`src/rtl/dbgreg_pkg.sv`:
```
// Package: shared types for the debug register file.
// Assumes a single access per cycle; carries the fault verdict between modules.
package dbgreg_pkg;

    // Outcome of decoding one access
    typedef struct packed {
        logic ud;   // invalid-opcode fault
        logic gp;   // general-protection fault
        logic ok;   // access proceeds
    } dbg_verdict_t;

endpackage

```
`src/rtl/dbgreg_decode.sv`:
```
// Module: dbgreg_decode
// Maps a debug register number to a storage slot and decides the fault.
// Slots 0..NUM_BP-1 are breakpoints; slot NUM_BP is status and slot NUM_BP+1
// is control. Assumes numbers NUM_BP, NUM_BP+1 form the alias pair and
// NUM_BP+2, NUM_BP+3 are the status and control registers themselves.
module dbgreg_decode
    import dbgreg_pkg::*;
#(
    parameter int IDX_W  = 4,
    parameter int NUM_BP = 4,
    parameter int SLOT_W = 3
) (
    input  logic [IDX_W-1:0]  idx,
    input  logic [1:0]        cpl,
    input  logic              ext_en,
    output logic [SLOT_W-1:0] slot,
    output dbg_verdict_t      verdict
);
    localparam int ALIAS_STAT = NUM_BP;
    localparam int ALIAS_CTRL = NUM_BP + 1;
    localparam int REAL_STAT  = NUM_BP + 2;
    localparam int REAL_CTRL  = NUM_BP + 3;
    localparam int SLOT_STAT  = NUM_BP;
    localparam int SLOT_CTRL  = NUM_BP + 1;

    logic bad_num;

    // Select the slot and flag numbers that are invalid in the current state
    always_comb begin
        slot    = '0;
        bad_num = 1'b0;
        if (idx < IDX_W'(NUM_BP)) begin
            slot = SLOT_W'(idx);
        end else if (idx == IDX_W'(ALIAS_STAT) || idx == IDX_W'(REAL_STAT)) begin
            slot    = SLOT_W'(SLOT_STAT);
            bad_num = ext_en && (idx == IDX_W'(ALIAS_STAT));
        end else if (idx == IDX_W'(ALIAS_CTRL) || idx == IDX_W'(REAL_CTRL)) begin
            slot    = SLOT_W'(SLOT_CTRL);
            bad_num = ext_en && (idx == IDX_W'(ALIAS_CTRL));
        end else begin
            bad_num = 1'b1;
        end
    end

    // Invalid-opcode outranks the privilege check
    always_comb begin
        verdict.ud = bad_num;
        verdict.gp = !bad_num && (cpl != 2'd0);
        verdict.ok = !verdict.ud && !verdict.gp;
    end

endmodule

```
`src/rtl/dbgreg_narrow.sv`:
```
// Module: dbgreg_narrow
// Passes a value at full width, or clears its upper half for 32-bit transfers.
// Assumes DATA_W is even.
module dbgreg_narrow #(
    parameter int DATA_W = 64
) (
    input  logic              wide,
    input  logic [DATA_W-1:0] din,
    output logic [DATA_W-1:0] dout
);
    localparam int HALF_W = DATA_W / 2;

    // Clear the upper half unless the transfer is full width
    always_comb begin
        dout = din;
        if (!wide) dout[DATA_W-1:HALF_W] = '0;
    end

endmodule

```
`src/rtl/dbgreg_store.sv`:
```
// Module: dbgreg_store
// Holds one register per slot and gives a combinational read of any slot.
// Assumes at most one write per cycle; a slot number out of range reads zero.
module dbgreg_store #(
    parameter int DATA_W    = 64,
    parameter int NUM_SLOTS = 6,
    parameter int SLOT_W    = 3
) (
    input  logic              clk,
    input  logic              rst_n,
    input  logic              we,
    input  logic [SLOT_W-1:0] wslot,
    input  logic [DATA_W-1:0] wdata,
    input  logic [SLOT_W-1:0] rslot,
    output logic [DATA_W-1:0] rdata
);
    logic [DATA_W-1:0] regs [NUM_SLOTS];

    for (genvar s = 0; s < NUM_SLOTS; s++) begin : g_slot
        // Load this slot when the write targets it
        always_ff @(posedge clk) begin
            if (!rst_n)
                regs[s] <= '0;
            else if (we && wslot == SLOT_W'(s))
                regs[s] <= wdata;
        end
    end

    // Pick the addressed slot for reading
    always_comb begin
        rdata = '0;
        for (int s = 0; s < NUM_SLOTS; s++)
            if (rslot == SLOT_W'(s)) rdata = regs[s];
    end

endmodule

```
`src/rtl/dbgreg_file.sv`:
```
// Module: dbgreg_file (top)
// Debug register file: decodes a request, updates storage on a good write and
// returns a registered response one clock later. Assumes the requester holds
// the core state (privilege, mode, extension enable) steady for the request cycle.
module dbgreg_file
    import dbgreg_pkg::*;
#(
    parameter int DATA_W = 64,
    parameter int IDX_W  = 4,
    parameter int NUM_BP = 4
) (
    input  logic              clk,
    input  logic              rst_n,
    input  logic              acc_valid,
    input  logic              acc_write,
    input  logic [IDX_W-1:0]  acc_index,
    input  logic [1:0]        acc_mod,
    input  logic [DATA_W-1:0] acc_wdata,
    input  logic [1:0]        cpl,
    input  logic              mode64,
    input  logic              dbg_ext_en,
    output logic              resp_valid,
    output logic [DATA_W-1:0] resp_rdata,
    output logic              fault_ud,
    output logic              fault_gp,
    output logic              serialize_req
);
    localparam int NUM_SLOTS = NUM_BP + 2;
    localparam int SLOT_W    = $clog2(NUM_SLOTS);

    logic [SLOT_W-1:0] slot;
    dbg_verdict_t      verdict;
    logic [DATA_W-1:0] wr_val;
    logic [DATA_W-1:0] raw_rd;
    logic [DATA_W-1:0] fmt_rd;
    logic              do_write;
    logic              unused_mod;

    // The operand is always a register; the addressing field is dropped
    assign unused_mod = ^acc_mod;

    dbgreg_decode #(
        .IDX_W (IDX_W),
        .NUM_BP(NUM_BP),
        .SLOT_W(SLOT_W)
    ) i_decode (
        .idx    (acc_index),
        .cpl    (cpl),
        .ext_en (dbg_ext_en),
        .slot   (slot),
        .verdict(verdict)
    );

    dbgreg_narrow #(.DATA_W(DATA_W)) i_wr_narrow (
        .wide(mode64),
        .din (acc_wdata),
        .dout(wr_val)
    );

    assign do_write = acc_valid && acc_write && verdict.ok;

    dbgreg_store #(
        .DATA_W   (DATA_W),
        .NUM_SLOTS(NUM_SLOTS),
        .SLOT_W   (SLOT_W)
    ) i_store (
        .clk  (clk),
        .rst_n(rst_n),
        .we   (do_write),
        .wslot(slot),
        .wdata(wr_val),
        .rslot(slot),
        .rdata(raw_rd)
    );

    dbgreg_narrow #(.DATA_W(DATA_W)) i_rd_narrow (
        .wide(mode64),
        .din (raw_rd),
        .dout(fmt_rd)
    );

    // Register the response for the access seen this cycle
    always_ff @(posedge clk) begin
        if (!rst_n) begin
            resp_valid    <= 1'b0;
            resp_rdata    <= '0;
            fault_ud      <= 1'b0;
            fault_gp      <= 1'b0;
            serialize_req <= 1'b0;
        end else begin
            resp_valid    <= acc_valid;
            fault_ud      <= acc_valid && verdict.ud;
            fault_gp      <= acc_valid && verdict.gp;
            serialize_req <= do_write;
            resp_rdata    <= (acc_valid && !acc_write && verdict.ok) ? fmt_rd : '0;
        end
    end

endmodule

```
`config.mk`:
```
export PLATFORM = sky130hd
export DESIGN_NAME = dbgreg_file
export DESIGN_NICKNAME = d
export VERILOG_FILES = /design/src/rtl/dbgreg_pkg.sv /design/src/rtl/dbgreg_decode.sv /design/src/rtl/dbgreg_narrow.sv /design/src/rtl/dbgreg_store.sv /design/src/rtl/dbgreg_file.sv
export SDC_FILE = /design/constraint.sdc
export NUM_CORES = 1
export LEC_CHECK = 0
export ABC_AREA = 0
export BUFFER_PORTS_ARGS = -buffer_cell sky130_fd_sc_hd__buf_4
export CORE_AREA = 2 2 202 204
export CTS_CLUSTER_DIAMETER = 80
export DETAILED_ROUTE_END_ITERATION = 10
export DIE_AREA = 0 0 204 206
export PLACE_DENSITY_LB_ADDON = 0.15
export SLEW_MARGIN = 0
export SYNTH_ARGS = -nofsm -noshare
export SYNTH_HDL_FRONTEND = slang
export SYNTH_SLANG_ARGS = --single-unit
```
`constraint.sdc`:
```
create_clock -name clk -period 11.6 [get_ports clk]
set_input_delay 0.58 -clock clk [delete_from_list [all_inputs] [get_ports clk]]
set_output_delay 0.58 -clock clk [all_outputs]
set_load 0.01 [all_outputs]
```
# Yosys cells after proc, flatten, opt, wreduce, memory -nomap -nowiden

Memory sizes are Yosys's and may differ from the RTL's.
Cells that the tools add are included.

Memories: 1
Flip-flop bits (word level): 68
Word-level logic and storage cells: 86
Bits of input ports: 78
Output and inout bits: 68
Memory bits (writable): 384

Mux-type cells: 38
Bitwise operators: 6
Reductions and logical operators: 25
Order comparisons: 1
Equality and inequality tests: 9

Memories:

| memory       | depth | bits a word | rd ports | clocked after Yosys merged registers in | write ports | RTL line           | RTL |
|---|---|---|---|---|---|---|---|
| i_store.regs | 6     | 64          | 6        | 0                                       | 6           | dbgreg_store.sv:17 | `logic [DATA_W-1:0] regs [NUM_SLOTS];` |

Operators with widths:

| cell                 | count |
|---|---|
| $mux W64             | 12 |
| $mux W32             | 1 |
| $mux W1              | 22 |
| $eq A4 B3 Y1 const B | 4 |
| $logic_and A1 B1 Y1  | 16 |
| $mux W3              | 3 |
| $eq A3 B2 Y1 const B | 2 |
| $eq A3 B3 Y1 const B | 2 |
| $or A1 B1 Y1         | 6 |
| $lt A4 B3 Y1 const B | 1 |
| $eq A3 B1 Y1 const B | 1 |
| $logic_not A1 Y1     | 3 |
| $logic_not A3 Y1     | 1 |
| $reduce_and A3 Y1    | 1 |
| $logic_or A1 B1 Y1   | 2 |
| $reduce_and A2 Y1    | 1 |
| $reduce_bool A2 Y1   | 1 |

# Depth between registers and ports, before layout

Gate-level depths: netlist of the first run.

Depth in word-level cells: 15
Gate-level depth with buffers: 9

# Hierarchy

A second synthesis of the first run with hierarchy kept.

Cells, all modules: 1555
Area, all modules: 20490.9 um^2

Modules (own cells, without submodules):

| module        | area an instance (um^2) | times used | cells each | sequential area each (um^2) |
|---|---|---|---|---|
| dbgreg_store  | 17479.3                 | 1          | 1267       | 11531.1 |
| dbgreg_file   | 1956.9                  | 1          | 145        | 1361.3 |
| dbgreg_narrow | 495.5                   | 2          | 67         | 0.0 |
| dbgreg_decode | 63.8                    | 1          | 9          | 0.0 |

# Least setup slack after synthesis of the first run

OpenSTA, ideal clock, no wires.

Kind: input to register
From: in acc_index[2]
To: mem i_store.regs[2][0], in the netlist i_store.regs[1][0], enable pin
Required time: 10939 ps
Stages: 5
Arrival time: 7897 ps
Library setup time: 661 ps
Path slack: 3042 ps
Path buffers: 4
Path through: clkbuf_1 buf_2 buf_1 buf_1 o41ai_1

RTL lines:

| item        | RTL line           | RTL |
|---|---|---|
| from (decl) | dbgreg_file.sv:16  | `input logic [IDX_W-1:0] acc_index,` |
| to (decl)   | dbgreg_store.sv:17 |  |

==> reports/summary.txt, run 1 <==
status: finished clean
Slew Limit Fails: 0
Die X: 204 µm
setup tns final: 0 ps
Yosys cell types: 43
largest family of logic cells by synthesized area: simple AND/OR/NAND/NOR gates
fin crit period: 3600 ps
Clk pwr share: 41.2%
vias per cell: 5.75
initial antenna violation count: 2
commonest cells after routing, fill and taps aside: 384 x edfxtp_1, 201 x nor2_1, 184 x a21oi_1
largest net degree at the start of global routing: 92
Routed Antenna Nets: 0
CP peak stage delay: 710 ps
drt pass-1 iters: 6
Fmax achieved: 0.278 GHz
commonest non-fill, non-tap cell in the layout: edfxtp_1
CP cell instances: buf_4 -> buf_4 -> nand2b_2 -> buf_4 -> or4_1 -> buf_4 -> nor2_1
CTS Root Cell: clkbuf_16
Hold Path Class: input pin to register
Worst Path Required: 11910 ps
Yosys reg bits: 452
Synth Net Count: 1765
Setup CP Type: input pin to register
post-synthesis adder-cell area fraction: 0%
global router's overall resource usage: 26.0%
pwr/cell area: 159 nW/µm²
warnings from Yosys: 0
cell count after synthesis: 1687
Switching Fraction: 23.0%
Die Ht: 206 µm
DP Area: 20800 µm²
Layout area overhead: 15.7%
placed insts: 2255
Initial Utilization: 47.9%
sequential area share after synthesis: 67.0%
post-cts sizing count: 0
Filler cells: 3465
clk sinks: 452
die footprint: 42000 µm²
CTS Hold Bufs: 0
Final WS setup: 8000 ps
Final Hold Viols: 0
CTS max path bufs: 3
Gate power share: 6.4%
CP top delay family: buffers and inverters
RSZ-0062 raised after global routing: false
Worst path slowest cell: buf_4
cell internal pwr: 2720 µW
startpoint types: input pin
final wirelength: 54400 µm
Crit path top cell by count: buf_4
post-detail-place hpwl: 26700 µm
Worst setup EP type: register
CP max FO: 51
H-tree depth: 2
static leakage: 0.00791 µW
post-synthesis mux area share: 0.104%
share of power burned in registers: 52.4%
Avg Cell Area, Syn: 11.4 µm²
first-pass GRT wire length: 81000 µm
cell count along the critical path: 7
EDFF count, synth: 384
Compound-Gate Fraction of Synth Area: 13.1%
CTS Buf Count: 48
number of remaining DRC errors: 0
hold path cells: 2
worst path bufs/invs: 4
worst slew pin tran: 1060 ps
vias in the first global route: 13.1k
ys flop type: edfxtp_1
non-filler cells, final: 2346
routed vias: 13.5k
Port Buf Inserts: 143
routed length per placed instance: 23.2 µm
footprint of the multi-input gates: 5810 µm²
NetSw: 813 µW
simple logic cell fraction of the synthesized area: 16.2%
global placer's final weighted congestion: 0.737
core area: 40200 µm²
Worst-path clk slew: 60 ps
slew margin rel.: 28.9%
post-CTS setup buffers: 0
max cap viols: 0
Setup Skew: 15.4 ps
xor and xnor area share after synthesis: 0%
Max VDD drop: 0.104 mV
fin crit share: 31.0%
initial DRC count: 1082
share of flip-flops with an asynchronous set or reset: 0%
CTS tree: done
row count: 74
layout cell share with drive strength beyond 1: 15.3%
final instance area: 22300 µm²
depth of the most critical reg-to-reg path: 4
FF/Latch Area: 12900 µm²
I/O pins: 146
Place WS: 7450 ps
gr ovfl total: 0
Mapped Area: 19200 µm²
Post-layout nets: 1851
setup violators final: 0
Worst EP arrival: 3910 ps
worst skew pair latency: 590 ps
[per-layer routing]
layer / routed length (µm) / part of all wire [%] / track usage [%]
met1: 22700 / 42 / 35.6
met2: 25900 / 48 / 42.7
met3: 4700 / 8.6 / 5.30
met4: 1100 / 2.0 / 6.19
met5: 13 / 0.024 / 0
[stage by stage]
stage | power [µW] | utilization, % | hold WS [ps]
6_report | 3530 | 55.4 | 312
5_1_grt | 3640 | 55.4 | 298
4_1_cts | 3550 | 55.4 | 288
3_5_place_dp | 2110 | 51.7 | 433
3_3_place_gp | 2110 | 51.7 | 424
2_1_floorplan | 2020 | - | 418
[worst paths after layout]
check	slack (ps)	to	from
worst max-delay path	8000	i_store.regs[1][61]	acc_index[3]
worst min register to register	440	resp_rdata[20]	i_store.regs[2][84]
worst min-delay path	310	i_store.regs[0][15]	acc_wdata[15]
worst max register to register	10310	resp_rdata[29]	i_store.regs[0][29]
[area by class of cell]
type                    count  share of cell area (%)
diodes                      1                  0.0112
well taps                 532                    2.99
inverters                  33                   0.568
multi-input cells        1067                    26.1
clock buffers              64                    5.90
repair buffers            171                    5.77
clock inverters            26                   0.748
flip-flops and latches    452                    57.9
[synthesized netlist by cell type, types with 9 or more instances]
master / n / area share (%)
nor2_1: 204 / 4.0
o22ai_1: 26 / 0.85
clkbuf_1: 98 / 1.9
and3_1: 33 / 1.1
nand2_1: 176 / 3.4
nor2b_1: 35 / 1.1
edfxtp_1: 384 / 60
inv_1: 32 / 0.62
nor2_2: 10 / 0.33
buf_2: 23 / 0.60
a211oi_1: 58 / 2.3
o21ai_0: 93 / 2.4
and2_1: 161 / 5.2
buf_1: 9 / 0.18
dfxtp_1: 68 / 7.1
a21oi_1: 185 / 4.8
a221o_1: 30 / 1.6
[worst register-to-register path, cell delays in order (launching register included)]
cell and delay, ps:
edfxtp_1 340, o21ai_0 90, a211oi_1 300, o22ai_1 130, o21ai_0 310
[sequential cells by signal, indices dropped and copies added (netlist names)]
signal,count
i_store.regs,384
resp_valid,1
serialize_req,1
fault_ud,1
resp_rdata,64
fault_gp,1
[kinds of logic (layout without fill, tap and decap cells)]
logic type | Yosys count | count (layout)
simple gates | 644 | 644
flops | 452 | 452
compound gates | 421 | 421
buf+inv | 168 | 294
mux | 2 | 2
other cells | 0 | 1
[power by group through the flow]
stage                     registers (µW)  clock network (µW)  logic, µW
after floorplan                     1890                   0        126
after global placement              1880                   0        222
after detailed placement            1890                   0        225
after CTS                           1850                1470        225
after global routing                1860                1540        245
final                               1850                1450        226
Note: power is estimated with default switching activity, not from simulation.
==> run 2: changes to the inputs <==
--- a/config.mk
+++ b/config.mk
@@ -5,12 +5,12 @@
 export SDC_FILE = /design/constraint.sdc
 export NUM_CORES = 1
 export LEC_CHECK = 0
-export ABC_AREA = 0
+export ABC_AREA = 1
 export BUFFER_PORTS_ARGS = -buffer_cell sky130_fd_sc_hd__buf_4
-export CORE_AREA = 2 2 202 204
+export CORE_AREA = 2 2 198 200
 export CTS_CLUSTER_DIAMETER = 80
 export DETAILED_ROUTE_END_ITERATION = 10
-export DIE_AREA = 0 0 204 206
+export DIE_AREA = 0 0 200 202
 export PLACE_DENSITY_LB_ADDON = 0.15
 export SLEW_MARGIN = 0
 export SYNTH_ARGS = -nofsm -noshare
==> constraint.sdc (replaced) <==
create_clock -name clk -period 2.9 [get_ports clk]
set_input_delay 0.145 -clock clk [delete_from_list [all_inputs] [get_ports clk]]
set_output_delay 0.145 -clock clk [all_outputs]
set_load 0.01 [all_outputs]
==> reports/summary.txt, run 2 <==
final instance area: 22200 µm²
vias per cell: 5.26
cell internal pwr: 11000 µW
CTS Root Cell: clkbuf_16
EDFF count, synth: 384
max cap viols: 0
ys flop type: edfxtp_1
initial DRC count: 1008
vias in the first global route: 12.7k
post-cts sizing count: 0
placed insts: 2348
Slew Limit Fails: 0
I/O pins: 146
post-CTS setup buffers: 0
status: finished clean
r2r endpoint: resp_rdata[0]
share of power burned in registers: 52.3%
Worst Path Required: 3180 ps
CTS Buf Count: 47
gr ovfl total: 0
setup violators final: 0
Critical Path Sink: i_store.regs[2][73]
largest area contributor in the netlist: edfxtp_1
commonest cells after routing, fill and taps aside: 517 x nor2_1, 384 x edfxtp_1, 293 x nand2_1
# diodes: 0
sequential area share after synthesis: 69.7%
CTS max path bufs: 3
NetSw: 3120 µW
FF-to-FF Start: i_store.regs[0][64]
worst slew pin tran: 960 ps
setup tns final: 0 ps
CP max FO: 64
startpoint types: input pin
Switching Fraction: 22.1%
flip-flop count of the largest register after layout: 384
Yosys reg bits: 452
cell count along the critical path: 9
Max VDD drop: 0.432 mV
slew margin rel.: 36.0%
post-synth top area share: 62.3%
routed vias: 13.0k
CP cell instances: dlygate4sd3_1 -> buf_4 -> inv_2 -> nand2_4 -> inv_2 -> nand2_2 -> clkinv_2 -> nand2_4 -> nor2_1
Final Util: 57.9%
initial antenna violation count: 0
Worst setup EP type: register
largest net degree at the start of global routing: 65
row count: 72
global placer's final weighted congestion: 0.766
CP top delay family: simple AND/OR/NAND/NOR gates
Setup CP Type: input pin to register
top-count cell post-synth: nor2_1
Avg Cell Area, Syn: 10.5 µm²
Most flops, register: i_store.regs
layout cell share with drive strength beyond 1: 14.4%
static leakage: 0.00851 µW
worst path bufs/invs: 5
Gate power share: 6.3%
Routed Antenna Nets: 0
routed length per placed instance: 19.4 µm
core area: 38300 µm²
top cells by count, synth: 519 x nor2_1, 384 x edfxtp_1, 296 x nand2_1
fin crit share: 82.6%
Setup Skew: 10.1 ps
clk sinks: 452
CP Launch Point: acc_index[3]
CTS Hold Bufs: 38
final wirelength: 48100 µm
CP peak stage delay: 740 ps
drt pass-1 iters: 5
Layout area overhead: 19.8%
synth top area cells: edfxtp_1 62%, nor2_1 11%, dfxtp_1 7.4%, nand2_1 6.0%, nand3b_1 2.5%
Yosys cell types: 21
number of remaining DRC errors: 0
Mapped Area: 18500 µm²
die footprint: 40400 µm²
CTS tree: done
fin crit period: 2400 ps
Filler cells: 3267
DP Area: 20300 µm²
Post-layout nets: 1995
Worst EP arrival: 2680 ps
pwr/cell area: 637 nW/µm²
post-detail-place hpwl: 25100 µm
non-filler cells, final: 2474
warnings from Yosys: 0
share of flip-flops with an asynchronous set or reset: 0%
first-pass GRT wire length: 73400 µm
cell count after synthesis: 1756
Port Buf Inserts: 143
Die Ht: 202 µm
Fmax achieved: 0.417 GHz
H-tree depth: 2
Die X: 200 µm
RSZ-0062 raised after global routing: false
global router's overall resource usage: 24.2%
worst skew pair latency: 570 ps
Final Hold Viols: 0
Hold Path Class: input pin to register
Synth Net Count: 1834
depth of the most critical reg-to-reg path: 5
biggest regs: i_store.regs (384), resp_rdata (64)
Worst path slowest cell: nand2_4
commonest non-fill, non-tap cell in the layout: nor2_1
Worst-path clk slew: 60 ps
Initial Utilization: 48.3%
R2R Setup Slk: 1860 ps
Clk pwr share: 41.4%
run 2: final cells by class:
cell class	count	area, µm²	share of cell area, %
clock buffer	72	1390	6.27
clock inverter	16	115	0.519
inverter	104	392	1.77
multi-input combinational	1093	4890	22.1
sequential	452	12900	58.1
tap	518	648	2.92
timing repair buffer	219	1850	8.35
run 2: worst min-delay path by stage:
stage,start,to,cells past startpoint,slack (ps)
after floorplan,acc_index[3],fault_ud,2,320
after global placement,dbg_ext_en,fault_ud,3,460
after detailed placement,dbg_ext_en,fault_ud,3,470
after CTS,acc_write,serialize_req,3,3
after global routing,acc_wdata[45],i_store.regs[2][45],3,20
final,acc_wdata[50],i_store.regs[2][114],3,20
run 2: kinds of logic after synthesis:
logic type / Yosys count / synth area share [%]
compound gates: 138 / 3.79
buf+inv: 211 / 4.67
flops: 452 / 69.7
simple gates: 955 / 21.9
run 2: power groups by stage:
stage / clock network [µW] / registers, µW / logic (µW)
2_1_floorplan: 0 / 7520 / 481
3_3_place_gp: 0 / 7510 / 840
3_5_place_dp: 0 / 7520 / 850
4_1_cts: 5920 / 7390 / 891
5_1_grt: 6170 / 7410 / 973
6_report: 5850 / 7380 / 883
run 2: worst reg2reg max path, stage by stage, from the launching register on:
cell	delay [ps]
edfxtp_1	350
nand3b_1	150
nand2_1	80
nand4_1	70
nor2_1	210
nor2_1	60
run 2: per-layer routing:
metal | track usage [%] | vias up | wire [µm]
li1 | - | 6167 | -
met1 | 34.0 | 6322 | 20800
met2 | 39.8 | 458 | 23000
met3 | 3.30 | 68 | 3270
met4 | 6.48 | 0 | 991
met5 | 0 | - | 0
run 2: stage by stage:
stage | setup WS (ps) | total power (µW) | hold slack [ps]
after floorplan | -2.09 | 8000 | 322
after global placement | 526 | 8350 | 461
after detailed placement | 444 | 8370 | 471
after CTS | 473 | 14200 | 3.19
after global routing | 309 | 14600 | 24.8
final | 503 | 14100 | 18.8
